===== src/rtl/twin_edge_pkg.sv =====
package twin_edge_pkg;

  // Two-bit phase control codes
  localparam logic [1:0] CTL_PASS  = 2'b01;
  localparam logic [1:0] CTL_ZERO  = 2'b00;

  // Strobes from the mode decoder to the datapath
  typedef struct packed {
    logic lowForce;   // falling-edge half presents a constant
    logic lowLevel;   // constant for the falling-edge half
    logic highForce;  // rising-edge half presents a constant
    logic highLevel;  // constant for the rising-edge half
  } strobeT;

endpackage


===== src/rtl/twin_edge_ctrl.sv =====
module twin_edge_ctrl
  import twin_edge_pkg::*;
(
  input  logic [1:0] lowPhaseCtl,
  input  logic [1:0] highPhaseCtl,
  output strobeT     strobes
);

  // Bit 1 set forces ones; code 00 forces zeros; only 01 passes the sample.
  function automatic logic isForced(input logic [1:0] ctl);
    return ctl[1] | ~ctl[0];
  endfunction

  always_comb begin
    strobes.lowForce  = isForced(lowPhaseCtl);
    strobes.lowLevel  = lowPhaseCtl[1];
    strobes.highForce = isForced(highPhaseCtl);
    strobes.highLevel = highPhaseCtl[1];
  end

endmodule


===== src/rtl/twin_edge_cell.sv =====
module twin_edge_cell
  import twin_edge_pkg::*;
(
  input  logic   clk,
  input  logic   rstN,
  input  logic   dBit,
  input  strobeT strobes,
  output logic   qBit
);

  logic riseHold;  // sampled on the rising edge, shown while clk is high
  logic fallHold;  // sampled on the falling edge, shown while clk is low
  logic highOut;
  logic lowOut;

  always_ff @(posedge clk or negedge rstN) begin
    if (!rstN) riseHold <= 1'b0;
    else       riseHold <= dBit;
  end

  always_ff @(negedge clk or negedge rstN) begin
    if (!rstN) fallHold <= 1'b0;
    else       fallHold <= dBit;
  end

  always_comb begin
    highOut = strobes.highForce ? strobes.highLevel : riseHold;
    lowOut  = strobes.lowForce  ? strobes.lowLevel  : fallHold;
    // forward whichever half is holding in this phase
    qBit    = clk ? highOut : lowOut;
  end

endmodule


===== src/rtl/twin_edge_path.sv =====
module twin_edge_path
  import twin_edge_pkg::*;
#(
  parameter int DATA_W = 8
) (
  input  logic              clk,
  input  logic              rstN,
  input  logic [DATA_W-1:0] dIn,
  input  strobeT            strobes,
  output logic [DATA_W-1:0] q
);

  for (genvar bitIdx = 0; bitIdx < DATA_W; bitIdx++) begin : gBit
    twin_edge_cell uCell (
      .clk    (clk),
      .rstN   (rstN),
      .dBit   (dIn[bitIdx]),
      .strobes(strobes),
      .qBit   (q[bitIdx])
    );
  end

endmodule


===== src/rtl/twin_edge_reg.sv =====
module twin_edge_reg
  import twin_edge_pkg::*;
#(
  parameter int DATA_W = 8
) (
  input  logic              clk,
  input  logic              rstN,
  input  logic [DATA_W-1:0] dIn,
  input  logic [1:0]        lowPhaseCtl,
  input  logic [1:0]        highPhaseCtl,
  output logic [DATA_W-1:0] q
);

  strobeT strobes;

  twin_edge_ctrl uCtrl (
    .lowPhaseCtl (lowPhaseCtl),
    .highPhaseCtl(highPhaseCtl),
    .strobes     (strobes)
  );

  twin_edge_path #(.DATA_W(DATA_W)) uPath (
    .clk    (clk),
    .rstN   (rstN),
    .dIn    (dIn),
    .strobes(strobes),
    .q      (q)
  );

endmodule


===== config.mk =====
export PLATFORM = sky130hd
export DESIGN_NAME = twin_edge_reg
export DESIGN_NICKNAME = d
export VERILOG_FILES = /design/src/rtl/twin_edge_pkg.sv /design/src/rtl/twin_edge_ctrl.sv /design/src/rtl/twin_edge_cell.sv /design/src/rtl/twin_edge_path.sv /design/src/rtl/twin_edge_reg.sv
export SDC_FILE = /design/constraint.sdc
export NUM_CORES = 1
export LEC_CHECK = 0
export CAP_MARGIN = 20
export CORE_MARGIN = 2
export CORE_UTILIZATION = 46
export DETAILED_ROUTE_END_ITERATION = 12
export PLACE_DENSITY = 0.9
export SKIP_LAST_GASP = 1
export SLEW_MARGIN = 15
export SYNTH_ARGS = -nofsm -noshare
export SYNTH_HDL_FRONTEND = slang
export SYNTH_SLANG_ARGS = --single-unit

===== constraint.sdc =====
create_clock -name clk -period 1.8 [get_ports clk]
set_input_delay 0.45 -clock clk [delete_from_list [all_inputs] [get_ports clk]]
set_output_delay 0.45 -clock clk [all_outputs]
set_load 0.05 [all_outputs]

== Word-level counts from Yosys, hierarchy flattened ==
Cells that the tools add are included.

* Flip-flop bits (word level): 16
* Logic and storage cells: 44

* Mux-type cells: 24
* Bitwise gates (word level): 4

{| class="wikitable"
|+ Operator list
! operator !! number
|-
| $mux 1 || 24
|-
| $not 1->1 || 2
|-
| $or 1x1->1 || 2
|}

== Logic depth before layout (Yosys ltp) ==
* Depth in word-level cells: 4
* Depth in mapped cells: 4

== Cells and area by module ==
Synthesis repeated with hierarchy kept, for this count alone.

* Cells, all modules: 44
* Area total of the unflattened synthesis: 668.1 um^2

{| class="wikitable"
|+ By module, submodules not included
! module !! cells each !! instances !! sequential area each (um^2) !! area each (um^2)
|-
| twin_edge_cell || 5 || 8 || 50.0 || 80.1
|-
| twin_edge_ctrl || 4 || 1 || 0.0 || 27.5
|}

==> impl_metrics.xml <==
<?xml version="1.0" encoding="UTF-8"?>
<metrics>
  <group name="synth">
    <metric name="ys.warnings.count" unit="">0</metric>
    <metric name="count_of_flip_flops_with_a_built_in_enable_after_synthesis" unit="">0</metric>
    <metric name="synthesis.instances" unit="">53</metric>
    <metric name="synth-xor-area-share" unit="%">0</metric>
    <metric name="ys_seq_area_share" unit="%">60.0</metric>
    <metric name="synth_commonest_cells" unit="">sky130_fd_sc_hd__nand2_1 (16), sky130_fd_sc_hd__a22oi_2 (8), sky130_fd_sc_hd__buf_4 (8), sky130_fd_sc_hd__dfrtn_1 (8), sky130_fd_sc_hd__dfrtp_1 (8)</metric>
    <metric name="ys_seq_elements" unit="">16</metric>
    <metric name="yosys-mux-area-fraction" unit="%">0</metric>
    <metric name="synth_area_leader_cell" unit="">sky130_fd_sc_hd__dfrtn_1</metric>
    <metric name="mappedNetlistNets" unit="">67</metric>
    <metric name="share_of_async_settable_or_async_resettable_flops_after_synthesis" unit="%">100</metric>
    <metric name="synth_area_per_cell" unit="um2">12.6</metric>
    <metric name="ys_top_cells_by_area" unit="">sky130_fd_sc_hd__dfrtn_1 (30%), sky130_fd_sc_hd__dfrtp_1 (30%), sky130_fd_sc_hd__a22oi_2 (15%)</metric>
    <metric name="main_combinational_cell_family_by_area_after_synthesis" unit="">compound AO/OA/AOI/OAI gates</metric>
    <metric name="synth-adder-area-share" unit="%">0</metric>
    <metric name="post_synth_and_or_nand_nor_area_fraction" unit="%">12.8</metric>
    <metric name="synthMostInstantiatedCell" unit="">sky130_fd_sc_hd__nand2_1</metric>
    <metric name="synth-compound-area-share" unit="%">15.0</metric>
    <metric name="synth_top_area_share" unit="%">30.0</metric>
    <metric name="synth-main-ff-cell" unit="">sky130_fd_sc_hd__dfrtp_1</metric>
    <metric name="ys_types" unit="">9</metric>
    <metric name="syn_area" unit="um2">667</metric>
  </group>
  <group name="placed_design">
    <metric name="place_hpwl" unit="um">829</metric>
    <metric name="placement.setup.worst_slack" unit="ns">-0.928</metric>
    <metric name="placed_cell_area" unit="um2">850</metric>
    <metric name="place.gp.congestion" unit="">0.688</metric>
    <metric name="port_buffers" unit="">21</metric>
  </group>
  <group name="grt">
    <metric name="first_global_vias" unit="">648</metric>
    <metric name="grt_first_pass_wirelength" unit="um">2440</metric>
    <metric name="grt_use_total" unit="%">21.5</metric>
    <metric name="antenna_violations_before_repair" unit="">0</metric>
    <metric name="globalRouteOverflowTotal" unit="">0</metric>
    <metric name="largest_net_degree_at_the_start_of_global_routing" unit="">17</metric>
  </group>
  <group name="critical_path">
    <metric name="critical_path.endpoint_type" unit="">output pin</metric>
    <metric name="critPathLaunchType" unit="">flop</metric>
    <metric name="cp.arrival" unit="ns">2.13</metric>
    <metric name="critical_path_peak_fanout" unit="">1</metric>
    <metric name="timing.setup.critical_path_class" unit="">reg2out</metric>
    <metric name="critPathRequiredTime" unit="ns">1.35</metric>
  </group>
  <group name="detailed_routing">
    <metric name="drtIter0Drc" unit="">18</metric>
    <metric name="drcViolationCount" unit="">0</metric>
    <metric name="route.vias.total" unit="">481</metric>
    <metric name="route.detailed.vias_per_inst" unit="">5.01</metric>
    <metric name="drt-total-wl" unit="um">1530</metric>
    <metric name="wl_per_cell" unit="um">15.9</metric>
    <metric name="antenna_violating_nets_post_route" unit="">0</metric>
    <metric name="drt-pass1-iter-count" unit="">4</metric>
  </group>
  <group name="flow_run">
    <metric name="cap_violations" unit="">0</metric>
  </group>
  <group name="sta">
    <metric name="max_slew_violation_total_from_the_final_report" unit="">0</metric>
    <metric name="final_hold_slack" unit="ns">0.388</metric>
    <metric name="finalSetupViolations" unit="">8</metric>
    <metric name="max-slew-margin-rel" unit="%">89.6</metric>
    <metric name="tightest_slew" unit="ns">0.157</metric>
    <metric name="setup_ws" unit="ns">-0.776</metric>
    <metric name="grt_setup_unrepaired" unit="">true</metric>
    <metric name="hold_viol" unit="">0</metric>
  </group>
  <group name="clocking">
    <metric name="worst_setup_hold_path_clk_slew" unit="ns">0.09</metric>
    <metric name="tritoncts" unit="">built</metric>
    <metric name="post_cts_buffers" unit="">0</metric>
    <metric name="hold_buffers" unit="">0</metric>
    <metric name="cts_sinks" unit="">16</metric>
  </group>
  <group name="pwr">
    <metric name="max-vdd-ir-drop" unit="uV">1150</metric>
    <metric name="fin_total_pwr" unit="uW">2170</metric>
    <metric name="areal_power_density_over_the_cells" unit="nW/um2">2140</metric>
    <metric name="pleak" unit="uW">0.000458</metric>
  </group>
  <group name="floorplan">
    <metric name="placement_rows" unit="">13</metric>
    <metric name="fp.dieArea" unit="um2">1770</metric>
    <metric name="floorplan.die.height" unit="um">42.1</metric>
    <metric name="initial_utilization" unit="%">50.0</metric>
    <metric name="core_area" unit="um2">1330</metric>
    <metric name="dieWidth" unit="um">42.1</metric>
    <metric name="ios" unit="">22</metric>
  </group>
  <group name="final_layout">
    <metric name="area_grow_syn2layout" unit="%">52.2</metric>
    <metric name="final_net_count" unit="">96</metric>
    <metric name="multiInputGateArea" unit="um2">185</metric>
    <metric name="fin_area" unit="um2">1010</metric>
    <metric name="fillers" unit="">92</metric>
    <metric name="antenna-diode-count" unit="">0</metric>
    <metric name="drive_gt1_share" unit="%">45.7</metric>
    <metric name="seq_area" unit="um2">400</metric>
  </group>
  <group name="outcome">
    <metric name="violations_in_the_final_reports" unit="">setup timing</metric>
    <metric name="result_of_the_run" unit="">finished, violations left</metric>
  </group>
  <group name="hold_path">
    <metric name="hold_path_class" unit="">in2async</metric>
  </group>
</metrics>
## final timing paths
kind                                              start                            to  depth (start not counted)
hold / removal                                     rstN  uPath.gBit[5].uCell.riseHold                          2
max in group asynchronous                          rstN  uPath.gBit[3].uCell.fallHold                          2
min in group clk                                 dIn[6]  uPath.gBit[6].uCell.riseHold                          1
setup / recovery           uPath.gBit[2].uCell.fallHold                          q[2]                          3
## cells by family (layout without fill, tap and decap cells)
logic type	Yosys count	count (layout)
AOI/OAI and AO/OA	8	8
buffers and inverters	11	39
and+or+nand+nor	18	18
DFF	16	16
## sequential cells by signal (all words and copies together) (netlist names)
name	cells
uPath.gBit.uCell.fallHold	8
uPath.gBit.uCell.riseHold	8
## power breakdown
group / internal, uW / switching (uW) / leakage [uW]
Clock: 870 / 855 / 0.000167
Sequential: 379 / 5.64 / 0.000186
Combinational: 34.0 / 29.5 / 0.000104
## layout make-up
type	instances	area share, %
Timing Repair Buffer	16	15.8
Sequential cell	16	39.5
Multi-Input combinational cell	26	18.2
Tap cell	15	1.85
Clock inverter	1	2.96
Clock buffer	22	21.7
## through the flow
stage               cells  setup TNS, ns  utilization, %
floorplan              53          -2.17               -
global placement       81          -8.14            63.7
detailed placement     81          -8.35            63.7
CTS                    96          -5.95            76.0
global route           96          -6.18            76.1
finish                 96          -5.83            76.1
## layout by cell type (no fill, tap or decap), drive strengths merged
cell and instances:
nand2 16, clkbuf 14, buf 12, clkdlybuf4s50 11, a22oi 8, dfrtn 8, dfrtp 8, nor2b 1
nor2 1, bufinv 1, clkdlybuf4s15 1
## timing repair
action                     4_1_cts  5_1_grt
pin swaps                        1        0
resized for setup               65        1
setup endpoints to repair       10        9
## critical path: stages (launching register included)
cell,delay [ns]
sky130_fd_sc_hd__dfrtn_1,0.41
sky130_fd_sc_hd__nand2_1,0.06
sky130_fd_sc_hd__a22oi_2,0.17
sky130_fd_sc_hd__buf_6,0.18
## metal layers
| layer | GRT usage (%) | vias up | part of all wire, % |
|---|---|---|---|
| li1 | - | 223 | - |
| met1 | 15.5 | 214 | 37 |
| met2 | 23.4 | 36 | 46 |
| met3 | 22.8 | 8 | 13 |
| met4 | 33.1 | 0 | 3.3 |
| met5 | 0 | - | 0 |
(Power assumes the default switching activity.)
